### src/rtl/port_assist_pkg.sv
package port_assist_pkg;

    typedef enum logic [1:0] {
        SEL_DATA_A = 2'd0,
        SEL_DATA_B = 2'd1,
        SEL_DIR_A  = 2'd2,
        SEL_DIR_B  = 2'd3
    } reg_sel_e;

    localparam int NUM_PORTS = 2;

endpackage

### src/rtl/port_sync.sv
module port_sync #(
    parameter int W      = 8,
    parameter int STAGES = 2
) (
    input  logic         clk,
    input  logic         rst_n,
    input  logic [W-1:0] pin_raw,
    output logic [W-1:0] pin_sync
);

    typedef struct packed {
        logic [STAGES-1:0][W-1:0] stage;
    } sync_t;

    sync_t st_d, st_q;

    always_comb begin
        st_d = st_q;
        st_d.stage[0] = pin_raw;
        for (int s = 1; s < STAGES; s++) begin
            st_d.stage[s] = st_q.stage[s-1];
        end
    end

    always_ff @(posedge clk or negedge rst_n) begin
        if (!rst_n) st_q <= '0;
        else        st_q <= st_d;
    end

    assign pin_sync = st_q.stage[STAGES-1];


    sync_shift_chk: assert property (@(posedge clk) disable iff (!rst_n)
        st_q.stage[1] == $past(st_q.stage[0]));

endmodule

### src/rtl/port_lane.sv
module port_lane #(
    parameter int W = 8
) (
    input  logic         clk,
    input  logic         rst_n,
    input  logic         rd_latch,
    input  logic         wr_val,
    input  logic         wr_dir,
    input  logic [W-1:0] wdata,
    input  logic [W-1:0] pin_sync,
    output logic [W-1:0] val_out,
    output logic [W-1:0] dir_out,
    output logic [W-1:0] boost_out,
    output logic [W-1:0] data_rd
);

    typedef struct packed {
        logic [W-1:0] val;
        logic [W-1:0] dir;
        logic [W-1:0] boost;
    } lane_t;

    lane_t ln_d, ln_q;
    logic [W-1:0] drive_now, drive_next;

    always_comb begin
        ln_d = ln_q;
        if (wr_val) ln_d.val = wdata;
        if (wr_dir) ln_d.dir = wdata;
        drive_now   = ln_q.dir & ln_q.val;
        drive_next  = ln_d.dir & ln_d.val;
        ln_d.boost  = drive_next & ~drive_now;
    end

    always_ff @(posedge clk or negedge rst_n) begin
        if (!rst_n) ln_q <= '0;
        else        ln_q <= ln_d;
    end

    genvar b;
    generate
        for (b = 0; b < W; b++) begin : g_rd
            assign data_rd[b] = (ln_q.dir[b] && rd_latch) ? ln_q.val[b] : pin_sync[b];
        end
    endgenerate

    assign val_out   = ln_q.val;
    assign dir_out   = ln_q.dir;
    assign boost_out = ln_q.boost;


    boost_input_chk: assert property (@(posedge clk) disable iff (!rst_n)
        (boost_out & ~dir_out) == '0);


    boost_single_chk: assert property (@(posedge clk) disable iff (!rst_n)
        (boost_out & $past(boost_out)) == '0);


    boost_rise_chk: assert property (@(posedge clk) disable iff (!rst_n)
        boost_out == ((dir_out & val_out) & ~($past(dir_out) & $past(val_out))));


    rd_latch_chk: assert property (@(posedge clk) disable iff (!rst_n)
        rd_latch |-> ((data_rd & dir_out) == (val_out & dir_out)));

endmodule

### src/rtl/port_assist_top.sv
module port_assist_top #(
    parameter int W = 8
) (
    input  logic         clk,
    input  logic         rst_n,
    input  logic         cfg_rd_latch,
    input  logic [1:0]   bus_addr,
    input  logic         bus_wr,
    input  logic [W-1:0] bus_wdata,
    output logic [W-1:0] bus_rdata,
    input  logic [W-1:0] pa_in,
    output logic [W-1:0] pa_out,
    output logic [W-1:0] pa_oe,
    output logic [W-1:0] pa_boost,
    input  logic [W-1:0] pb_in,
    output logic [W-1:0] pb_out,
    output logic [W-1:0] pb_oe,
    output logic [W-1:0] pb_boost
);
    import port_assist_pkg::*;

    localparam int NP = NUM_PORTS;

    logic [NP-1:0][W-1:0] pin_raw, pin_syn, val_o, dir_o, bst_o, rd_o;
    logic [NP-1:0]        wr_val, wr_dir;
    reg_sel_e             sel;

    assign sel        = reg_sel_e'(bus_addr);
    assign pin_raw[0] = pa_in;
    assign pin_raw[1] = pb_in;

    always_comb begin
        wr_val = '0;
        wr_dir = '0;
        if (bus_wr) begin
            unique case (sel)
                SEL_DATA_A: wr_val[0] = 1'b1;
                SEL_DATA_B: wr_val[1] = 1'b1;
                SEL_DIR_A:  wr_dir[0] = 1'b1;
                SEL_DIR_B:  wr_dir[1] = 1'b1;
                default: ;
            endcase
        end
    end

    genvar p;
    generate
        for (p = 0; p < NP; p++) begin : g_port
            port_sync #(.W(W), .STAGES(2)) sync_i (
                .clk      (clk),
                .rst_n    (rst_n),
                .pin_raw  (pin_raw[p]),
                .pin_sync (pin_syn[p])
            );
            port_lane #(.W(W)) lane_i (
                .clk       (clk),
                .rst_n     (rst_n),
                .rd_latch  (cfg_rd_latch),
                .wr_val    (wr_val[p]),
                .wr_dir    (wr_dir[p]),
                .wdata     (bus_wdata),
                .pin_sync  (pin_syn[p]),
                .val_out   (val_o[p]),
                .dir_out   (dir_o[p]),
                .boost_out (bst_o[p]),
                .data_rd   (rd_o[p])
            );
        end
    endgenerate

    always_comb begin
        unique case (sel)
            SEL_DATA_A: bus_rdata = rd_o[0];
            SEL_DATA_B: bus_rdata = rd_o[1];
            SEL_DIR_A:  bus_rdata = dir_o[0];
            SEL_DIR_B:  bus_rdata = dir_o[1];
            default:    bus_rdata = '0;
        endcase
    end

    assign pa_out   = val_o[0];
    assign pa_oe    = dir_o[0];
    assign pa_boost = bst_o[0];
    assign pb_out   = val_o[1];
    assign pb_oe    = dir_o[1];
    assign pb_boost = bst_o[1];


    write_isolate_chk: assert property (@(posedge clk) disable iff (!rst_n)
        (bus_wr && bus_addr == 2'd0) |=> ($stable(pb_out) && $stable(pb_oe) && $stable(pa_oe)));


    reset_clear_chk: assert property (@(posedge clk)
        !rst_n |-> (pa_out == '0 && pb_out == '0 && pa_oe == '0 && pb_oe == '0
                    && pa_boost == '0 && pb_boost == '0));

endmodule

### config.mk
export PLATFORM = sky130hd
export DESIGN_NAME = port_assist_top
export DESIGN_NICKNAME = d
export VERILOG_FILES = /design/src/rtl/port_assist_pkg.sv /design/src/rtl/port_sync.sv /design/src/rtl/port_lane.sv /design/src/rtl/port_assist_top.sv
export SDC_FILE = /design/constraint.sdc
export NUM_CORES = 1
export LEC_CHECK = 0
export ABC_AREA = 1
export BUFFER_PORTS_ARGS = -buffer_cell sky130_fd_sc_hd__buf_4
export CAP_MARGIN = 20
export CORE_ASPECT_RATIO = 1.2
export CORE_UTILIZATION = 30
export CTS_CLUSTER_DIAMETER = 200
export CTS_CLUSTER_SIZE = 14
export DETAILED_ROUTE_END_ITERATION = 10
export GPL_ROUTABILITY_DRIVEN = 0
export PLACE_DENSITY = 0.57
export SLEW_MARGIN = 20
export SYNTH_ARGS = -nofsm -noshare
export SYNTH_HDL_FRONTEND = slang
export SYNTH_SLANG_ARGS = --single-unit
### constraint.sdc
create_clock -name clk -period 0.9 [get_ports clk]
set_input_delay 0.045 -clock clk [delete_from_list [all_inputs] [get_ports clk]]
set_output_delay 0.045 -clock clk [all_outputs]
set_load 0.01 [all_outputs]
==> results of run 1 <==
[cell type report]
type / count / area share
clock inverter: 5 / 0.0133
timing repair buffer: 186 / 0.307
sequential: 80 / 0.339
inverter: 78 / 0.0504
multi-input combinational: 232 / 0.220
clock buffer: 11 / 0.0428
tap: 132 / 0.0279
[layer usage]
layer	up-vias	global-route usage	part of all wire
li1	1611	-	-
met1	1550	0.216	0.44
met2	79	0.291	0.51
met3	8	0.0331	0.043
met4	0	0.0754	0.014
met5	-	0	0
[power by group]
group	total, mW	switching [mW]	leakage (nW)	internal, mW
Combinational	3.78	1.66	2.00	2.12
Clock	3.97	1.40	0.165	2.57
Sequential	4.37	0.318	0.923	4.05
[worst max-delay path by stage]
stage | from | end | slack (ns) | depth (start not counted)
CTS | g_port[1].lane_i.dir_out[4]$_DFF_PN0_ | bus_rdata[4] | -0.37 | 6
floorplan | g_port[1].lane_i.dir_out[1]$_DFF_PN0_ | bus_rdata[1] | 0.07 | 4
finish | g_port[0].lane_i.dir_out[1]$_DFF_PN0_ | bus_rdata[1] | -0.36 | 5
global placement | bus_addr[0] | bus_rdata[3] | -0.09 | 7
global route | g_port[1].lane_i.dir_out[5]$_DFF_PN0_ | bus_rdata[5] | -0.43 | 6
detailed placement | bus_addr[0] | bus_rdata[3] | -0.07 | 7
[worst register-to-register path: stages (launching register included)]
cell and delay [ns]:
dfrtp_1 0.43, buf_6 0.15, buf_6 0.11, inv_2 0.04
nand2_2 0.05, and2_4 0.13
[cell usage after synthesis]
cell type and n:
o21ai_0 21, buf_2 8, nor2_1 17, inv_1 77
nor2_4 1, nor2_2 1, nand3_1 65, and2_1 16
nand2_1 103, buf_4 1, nand4_1 8, inv_2 1
dfrtp_1 80, buf_6 1
[what timing repair did]
action / in CTS / in global routing
pin swaps: 27 / 32
setup endpoints to repair: 45 / 80
hold buffers: 25 / 0
hold endpoints to repair: 104 / 0
buffers inserted: 13 / 22
resized for setup: 97 / 113
[state kept, by name (all words and copies together) (netlist names)]
signal and flops:
g_port.lane_i.boost_out 16, g_port.sync_i.st_d 16, g_port.lane_i.val_out 16, g_port.sync_i.pin_sync 16, g_port.lane_i.dir_out 16
[per-stage QoR]
step / total power [mW] / cell area [sq um]
after floorplan: 5.48 / 3400
final: 12.1 / 5910
after CTS: 11.8 / 5600
after global routing: 12.8 / 5910
after detailed placement: 7.09 / 4640
after global placement: 7.05 / 4640
[cells by family (layout without fill, tap and decap cells)]
logic type / after synthesis / after routing / synth area share
DFF: 80 / 80 / 0.588
buffers and inverters: 88 / 280 / 0.103
AOI/OAI and AO/OA: 21 / 21 / 0.0309
and+or+nand+nor: 211 / 211 / 0.277
==> Implementation_results.wiki, run 1 <==
{| class="wikitable"
! Metric !! Value
|-
| Starting utilization of the core area || 0.308
|-
| Multi-input combinational cell area || 1300 sq um
|-
| Critical path start-end classification || reg -> out
|-
| Startpoint Class || flip-flop
|-
| Finished Layout Cells || 724
|-
| Number of distinct library cells after synthesis || 14
|-
| Depth of the most critical reg-to-reg path || 5
|-
| Fin. max-slew vios || 0
|-
| Area share of the largest cell type after synthesis || 0.588
|-
| Initial antenna violation count || 0
|-
| Starting DRC count in detailed routing || 98
|-
| Total wirelength of the detailed-routed design || 9740 um
|-
| Violations in the final reports || negative setup slack
|-
| Number of inserted diodes || 0
|-
| Y dimension of the die || 119 um
|-
| Period Utilization, post-route || 1.40
|-
| Clock tree from TritonCTS || done
|-
| Number of vias per cell after detailed routing || 4.49
|-
| Clock buffers created by TritonCTS || 9
|-
| Worst setup margin || -0.357 ns
|-
| Wire length per cell after detailed routing || 13.5 um
|-
| Highest-count cells in the layout ignoring fill and taps || buf_6 (91), nand2_1 (81), dfrtp_1 (79)
|-
| Final hold violation count || 0
|-
| Count of final setup violators || 52
|-
| Largest net degree at the start of global routing || 50
|-
| Seq. cell area || 2000 sq um
|-
| Share of cells above drive strength 1 || 0.438
|-
| Htree depth || 3
|-
| Post-Route Skew || 0.00745 ns
|-
| Most common cell after layout, fill and taps aside || buf_6
|-
| Area of the die || 11800 sq um
|-
| Root Buffer || clkbuf_16
|-
| Number of instances on the worst hold path || 4
|-
| Hold Worst Slack || 0.128 ns
|-
| Crit path time final || 1.26 ns
|-
| Via count of the first global-routing pass || 3248
|-
| Flip-flop and latch count after synthesis || 80
|-
| Clock latency reported for the late side of the worst-skew pair || 0.33 ns
|-
| Total global routing overflow || 0
|-
| List of cells traversed by the critical path || nand3_1, o21ai_1, inv_1, nand3_2, buf_6
|-
| Buffers and inverters on the worst path || 2
|-
| Endpoint of the most critical register-to-register path || g_port[0].lane_i.dir_out[7]$_DFF_PN0_
|-
| Netlist area before placement || 3400 sq um
|-
| Synthesis-to-layout area growth || 73.7%
|-
| Filler Cells Inserted || 986
|-
| Slew at the pin with the worst max-slew slack || 0.399 ns
|-
| Row Count || 42
|-
| Critical Path Max Stage Delay || 0.43 ns
|-
| Biggest area contributors in the synthesized netlist || dfrtp_1 (59%), nand2_1 (11%), nand3_1 (9.6%)
|-
| Count of synthesis-stage warnings from yosys || 0
|-
| Number of detailed-route iterations in the first pass || 4
|-
| Average cell area after synthesis || 8.51 sq um
|-
| Seq/Total Area, Yosys || 0.588
|-
| Maximum operating frequency || 795 MHz
|-
| VDD IR-drop max || 1.11 mV
|-
| Largest fanout on the critical path || 4
|-
| Cell with the biggest individual delay on the critical path || dfrtp_1
|-
| Clock transition at the registers of the reported paths || 0.06 ns
|-
| Setup crit end kind || output pin
|-
| Clock tree sinks || 80
|-
| Nets || 617
|-
| Count of antenna-violating nets left after detailed routing || 0
|-
| Cell Count Post-Placement || 671
|-
| Number of instances in the synthesized netlist || 400
|-
| Sum Neg Setup Slack || -8.21 ns
|-
| Sink of the worst hold path || g_port[0].lane_i.val_out[0]$_DFF_PN0_
|-
| Number of port buffers || 85
|-
| Reported leakage power || 3.09 nW
|-
| Tightest Hold Check Type || in -> reg
|-
| Worst setup slack before clock tree synthesis || -0.0718 ns
|-
| Total global routing track utilization || 0.173
|-
| Vias post-DR || 3248
|-
| Top Family by Delay on Critical Path || flip-flops
|-
| Longest Clk Path Bufs || 2
|-
| Endpoint arrival time on the critical path || 1.21 ns
|-
| Power Dens Cells || 2050 nW/um^2
|-
| Floorplan core area || 11000 sq um
|-
| Largest area contributor in the synthesized netlist || dfrtp_1
|-
| Top-level I/O count || 86
|-
| Utilization after layout || 0.535
|-
| Wire length of the first global-routing pass || 15600 um
|-
| Number of max-cap violations || 0
|-
| Launch instance of the worst register-to-register path || g_port[0].lane_i.dir_out[7]$_DFF_PN0_
|-
| Relative max-transition margin || 0.734
|-
| Required time worst endpoint || 0.85 ns
|-
| Half-perimeter wire length after detailed placement || 6680 um
|-
| Die width || 99.2 um
|-
| RSZ-0062 raised after global routing || true
|-
| Outcome || complete, but fails checks
|-
| Synthesized Nets || 430
|-
| DRC violations left || 0
|-
| Slack of the worst reg-to-reg path || -0.11 ns
|-
| Hold wc startpoint || bus_wr
|}
Note: power is estimated with default switching activity, not from simulation.
==> run 2, diff against run 1 <==
- RECOVER_POWER: default -> 100
==> run 2 against run 1 <==
Net effect:
- critical endpoint unchanged
- clock power about the same
- the run still ends with negative setup slack left
- first-iteration DRC count down 3.1%
- flip-flop and latch count unchanged
- hold slack worse by 0.0022 ns
- die area unchanged
==> Implementation_results.wiki, run 2 (synthesis gave the netlist of run 1 again) <==
{| class="wikitable"
! Metric !! Value
|-
| Area of the die || 11800 sq um (unchanged)
|-
| Sink of the worst hold path || g_port[0].lane_i.val_out[0]$_DFF_PN0_ (unchanged)
|-
| Count of antenna-violating nets left after detailed routing || 0 (unchanged)
|-
| Seq. cell area || 2000 sq um (unchanged)
|-
| Placed inst area || 4640 sq um (unchanged)
|-
| Number of max-cap violations || 0 (unchanged)
|-
| Initial antenna violation count || 0 (unchanged)
|-
| Final hold violation count || 0 (unchanged)
|-
| RSZ-0062 raised after global routing || true (unchanged)
|-
| Endpoint of the most critical register-to-register path || g_port[0].lane_i.dir_out[7]$_DFF_PN0_ (unchanged)
|-
| Vias post-DR || 3281 (was 3248)
|-
| Wire length of the first global-routing pass || 15600 um (unchanged)
|-
| Wire length per cell after detailed routing || 13.5 um (about the same)
|-
| Fin. max-slew vios || 0 (unchanged)
|-
| Htree depth || 3 (unchanged)
|-
| Number of instances on the worst hold path || 4 (unchanged)
|-
| Setup crit end kind || output pin (unchanged)
|-
| Total global routing overflow || 0 (unchanged)
|-
| Longest Clk Path Bufs || 2 (unchanged)
|-
| Critical Path Max Stage Delay || 0.43 ns (about the same)
|-
| Root Buffer || clkbuf_16 (unchanged)
|-
| Number of inserted diodes || 0 (unchanged)
|-
| Hold wc startpoint || bus_wr (unchanged)
|-
| Reported leakage power || 3.08 nW (was 3.09 nW)
|-
| Maximum operating frequency || 792 MHz (was 795 MHz)
|-
| Starting DRC count in detailed routing || 95 (was 98)
|-
| Buffers and inverters on the worst path || 2 (unchanged)
|-
| Clock tree sinks || 80 (unchanged)
|-
| Total global routing track utilization || 0.173 (unchanged)
|-
| Share of cells above drive strength 1 || 0.422 (was 0.438)
|-
| Multi-input combinational cell area || 1290 sq um (was 1300 sq um)
|-
| Startpoint Class || flip-flop (unchanged)
|-
| Highest-count cells in the layout ignoring fill and taps || buf_6 (91), nand2_1 (81), dfrtp_1 (79) (unchanged)
|-
| Row Count || 42 (unchanged)
|-
| Crit path time final || 1.26 ns (about the same)
|-
| Number of port buffers || 85 (unchanged)
|-
| Clock tree from TritonCTS || done (unchanged)
|-
| DRC violations left || 0 (unchanged)
|-
| Violations in the final reports || negative setup slack (unchanged)
|-
| Half-perimeter wire length after detailed placement || 6680 um (unchanged)
|-
| Post-Route Skew || 0.00764 ns (was 0.00745 ns)
|-
| Largest net degree at the start of global routing || 50 (unchanged)
|-
| Worst setup margin || -0.363 ns (was -0.357 ns)
|-
| Required time worst endpoint || 0.85 ns (about the same)
|-
| Top-level I/O count || 86 (unchanged)
|-
| Number of detailed-route iterations in the first pass || 5 (was 4)
|-
| Launch instance of the worst register-to-register path || g_port[0].lane_i.dir_out[7]$_DFF_PN0_ (unchanged)
|-
| Cell with the biggest individual delay on the critical path || dfrtp_1 (unchanged)
|-
| Count of final setup violators || 53 (was 52)
|-
| Y dimension of the die || 119 um (unchanged)
|-
| Worst setup slack before clock tree synthesis || -0.0718 ns (unchanged)
|-
| Tightest Hold Check Type || in -> reg (unchanged)
|-
| Critical path start-end classification || reg -> out (unchanged)
|-
| Floorplan core area || 11000 sq um (unchanged)
|-
| Top Family by Delay on Critical Path || flip-flops (unchanged)
|-
| Slew at the pin with the worst max-slew slack || 0.441 ns (was 0.399 ns)
|-
| Post-route cell area || 5880 sq um (was 5910 sq um)
|-
| Power Dens Cells || 2060 nW/um^2 (was 2050 nW/um^2)
|-
| Total wirelength of the detailed-routed design || 9750 um (was 9740 um)
|-
| Period Utilization, post-route || 1.40 (about the same)
|-
| Filler Cells Inserted || 993 (was 986)
|-
| Clock transition at the registers of the reported paths || 0.06 ns (about the same)
|-
| Die width || 99.2 um (unchanged)
|-
| Most common cell after layout, fill and taps aside || buf_6 (unchanged)
|-
| Clock buffers created by TritonCTS || 9 (unchanged)
|-
| Via count of the first global-routing pass || 3248 (unchanged)
|-
| Nets || 617 (unchanged)
|-
| Synthesis-to-layout area growth || 72.8% (was 73.7%)
|-
| List of cells traversed by the critical path || nand3_1, o21ai_1, inv_1, nand3_2, buf_6 (unchanged)
|-
| Number of vias per cell after detailed routing || 4.53 (was 4.49)
|-
| Outcome || complete, but fails checks (unchanged)
|-
| Endpoint arrival time on the critical path || 1.22 ns (was 1.21 ns)
|-
| Slack of the worst reg-to-reg path || -0.11 ns (about the same)
|-
| Largest fanout on the critical path || 4 (unchanged)
|-
| Relative max-transition margin || 0.706 (was 0.734)
|-
| VDD IR-drop max || 1.12 mV (was 1.11 mV)
|-
| Depth of the most critical reg-to-reg path || 5 (unchanged)
|-
| Clock latency reported for the late side of the worst-skew pair || 0.34 ns (was 0.33 ns)
|-
| WP depth || 5 (unchanged)
|-
| Starting utilization of the core area || 0.308 (unchanged)
|}
[run 2: cell types whose count changed in the layout (fill, tap and decap cells not counted), moves of 3 or more]
cell,previous run,this run
and2_0,0,3
inv_1,59,64
buf_4,69,47
clkbuf_1,0,3
and2_1,10,7
clkbuf_4,0,19
inv_2,17,12
[run 2: how the worst max path moves through the flow]
| stage | slack [ns] | endpoint | start |
|---|---|---|---|
| floorplan | 0.07 | bus_rdata[1] | g_port[1].lane_i.dir_out[1]$_DFF_PN0_ |
| global placement | -0.09 | bus_rdata[3] | bus_addr[0] |
| detailed placement | -0.07 | bus_rdata[3] | bus_addr[0] |
| CTS | -0.37 | bus_rdata[4] | g_port[1].lane_i.dir_out[4]$_DFF_PN0_ |
| global route | -0.43 | bus_rdata[5] | g_port[1].lane_i.dir_out[5]$_DFF_PN0_ |
| finish | -0.36 | bus_rdata[1] | g_port[0].lane_i.dir_out[1]$_DFF_PN0_ |
[run 2: cell type report]
cell class	instances	share of cell area
Clock buffer	11	0.0430
Clock inverter	5	0.0134
Inverter	78	0.0506
Multi-Input combinational cell	232	0.220
Sequential cell	80	0.341
Tap cell	132	0.0281
Timing Repair Buffer	186	0.304
[run 2: through the flow]
stage,hold WS [ns],total power [mW],TNS (ns),util,cells
detailed placement,0.0451,7.09,-0.704,0.420,671
CTS,0.107,11.8,-8.47,0.507,720
global route,0.136,12.7,-10.76,0.533,724
global placement,0.0517,7.05,-0.487,0.420,671
finish,0.126,12.1,-8.33,0.533,724
floorplan,-0.251,5.48,0,-,400
[run 2: timing repair]
action | in CTS | in global routing
setup buffers | 13 | 22
endpoints found under the setup margin | 45 | 80
hold buffers | 25 | 0
pin swaps | 27 | 32
hold endpoints to repair | 104 | 0
resized for setup | 97 | 113
[run 2: routing by layer]
layer,track usage,vias to the layer above,part of all wire,wire length [um]
li1,-,1612,-,-
met1,0.216,1563,0.43,4220
met2,0.291,98,0.50,4920
met3,0.0331,8,0.050,492
met4,0.0754,0,0.011,110
met5,0,-,0,0
[run 2: worst register-to-register path: stages (launching register included)]
cell	delay [ns]
dfrtp_1	0.43
buf_6	0.15
buf_6	0.11
inv_2	0.04
nand2_2	0.05
and2_4	0.13
[run 2: where the power goes]
group | internal (mW) | total, mW | switching (mW) | leakage (nW)
Combinational | 2.10 | 3.75 | 1.66 | 1.99
Clock | 2.57 | 3.98 | 1.40 | 0.165
Sequential | 4.05 | 4.37 | 0.316 | 0.923
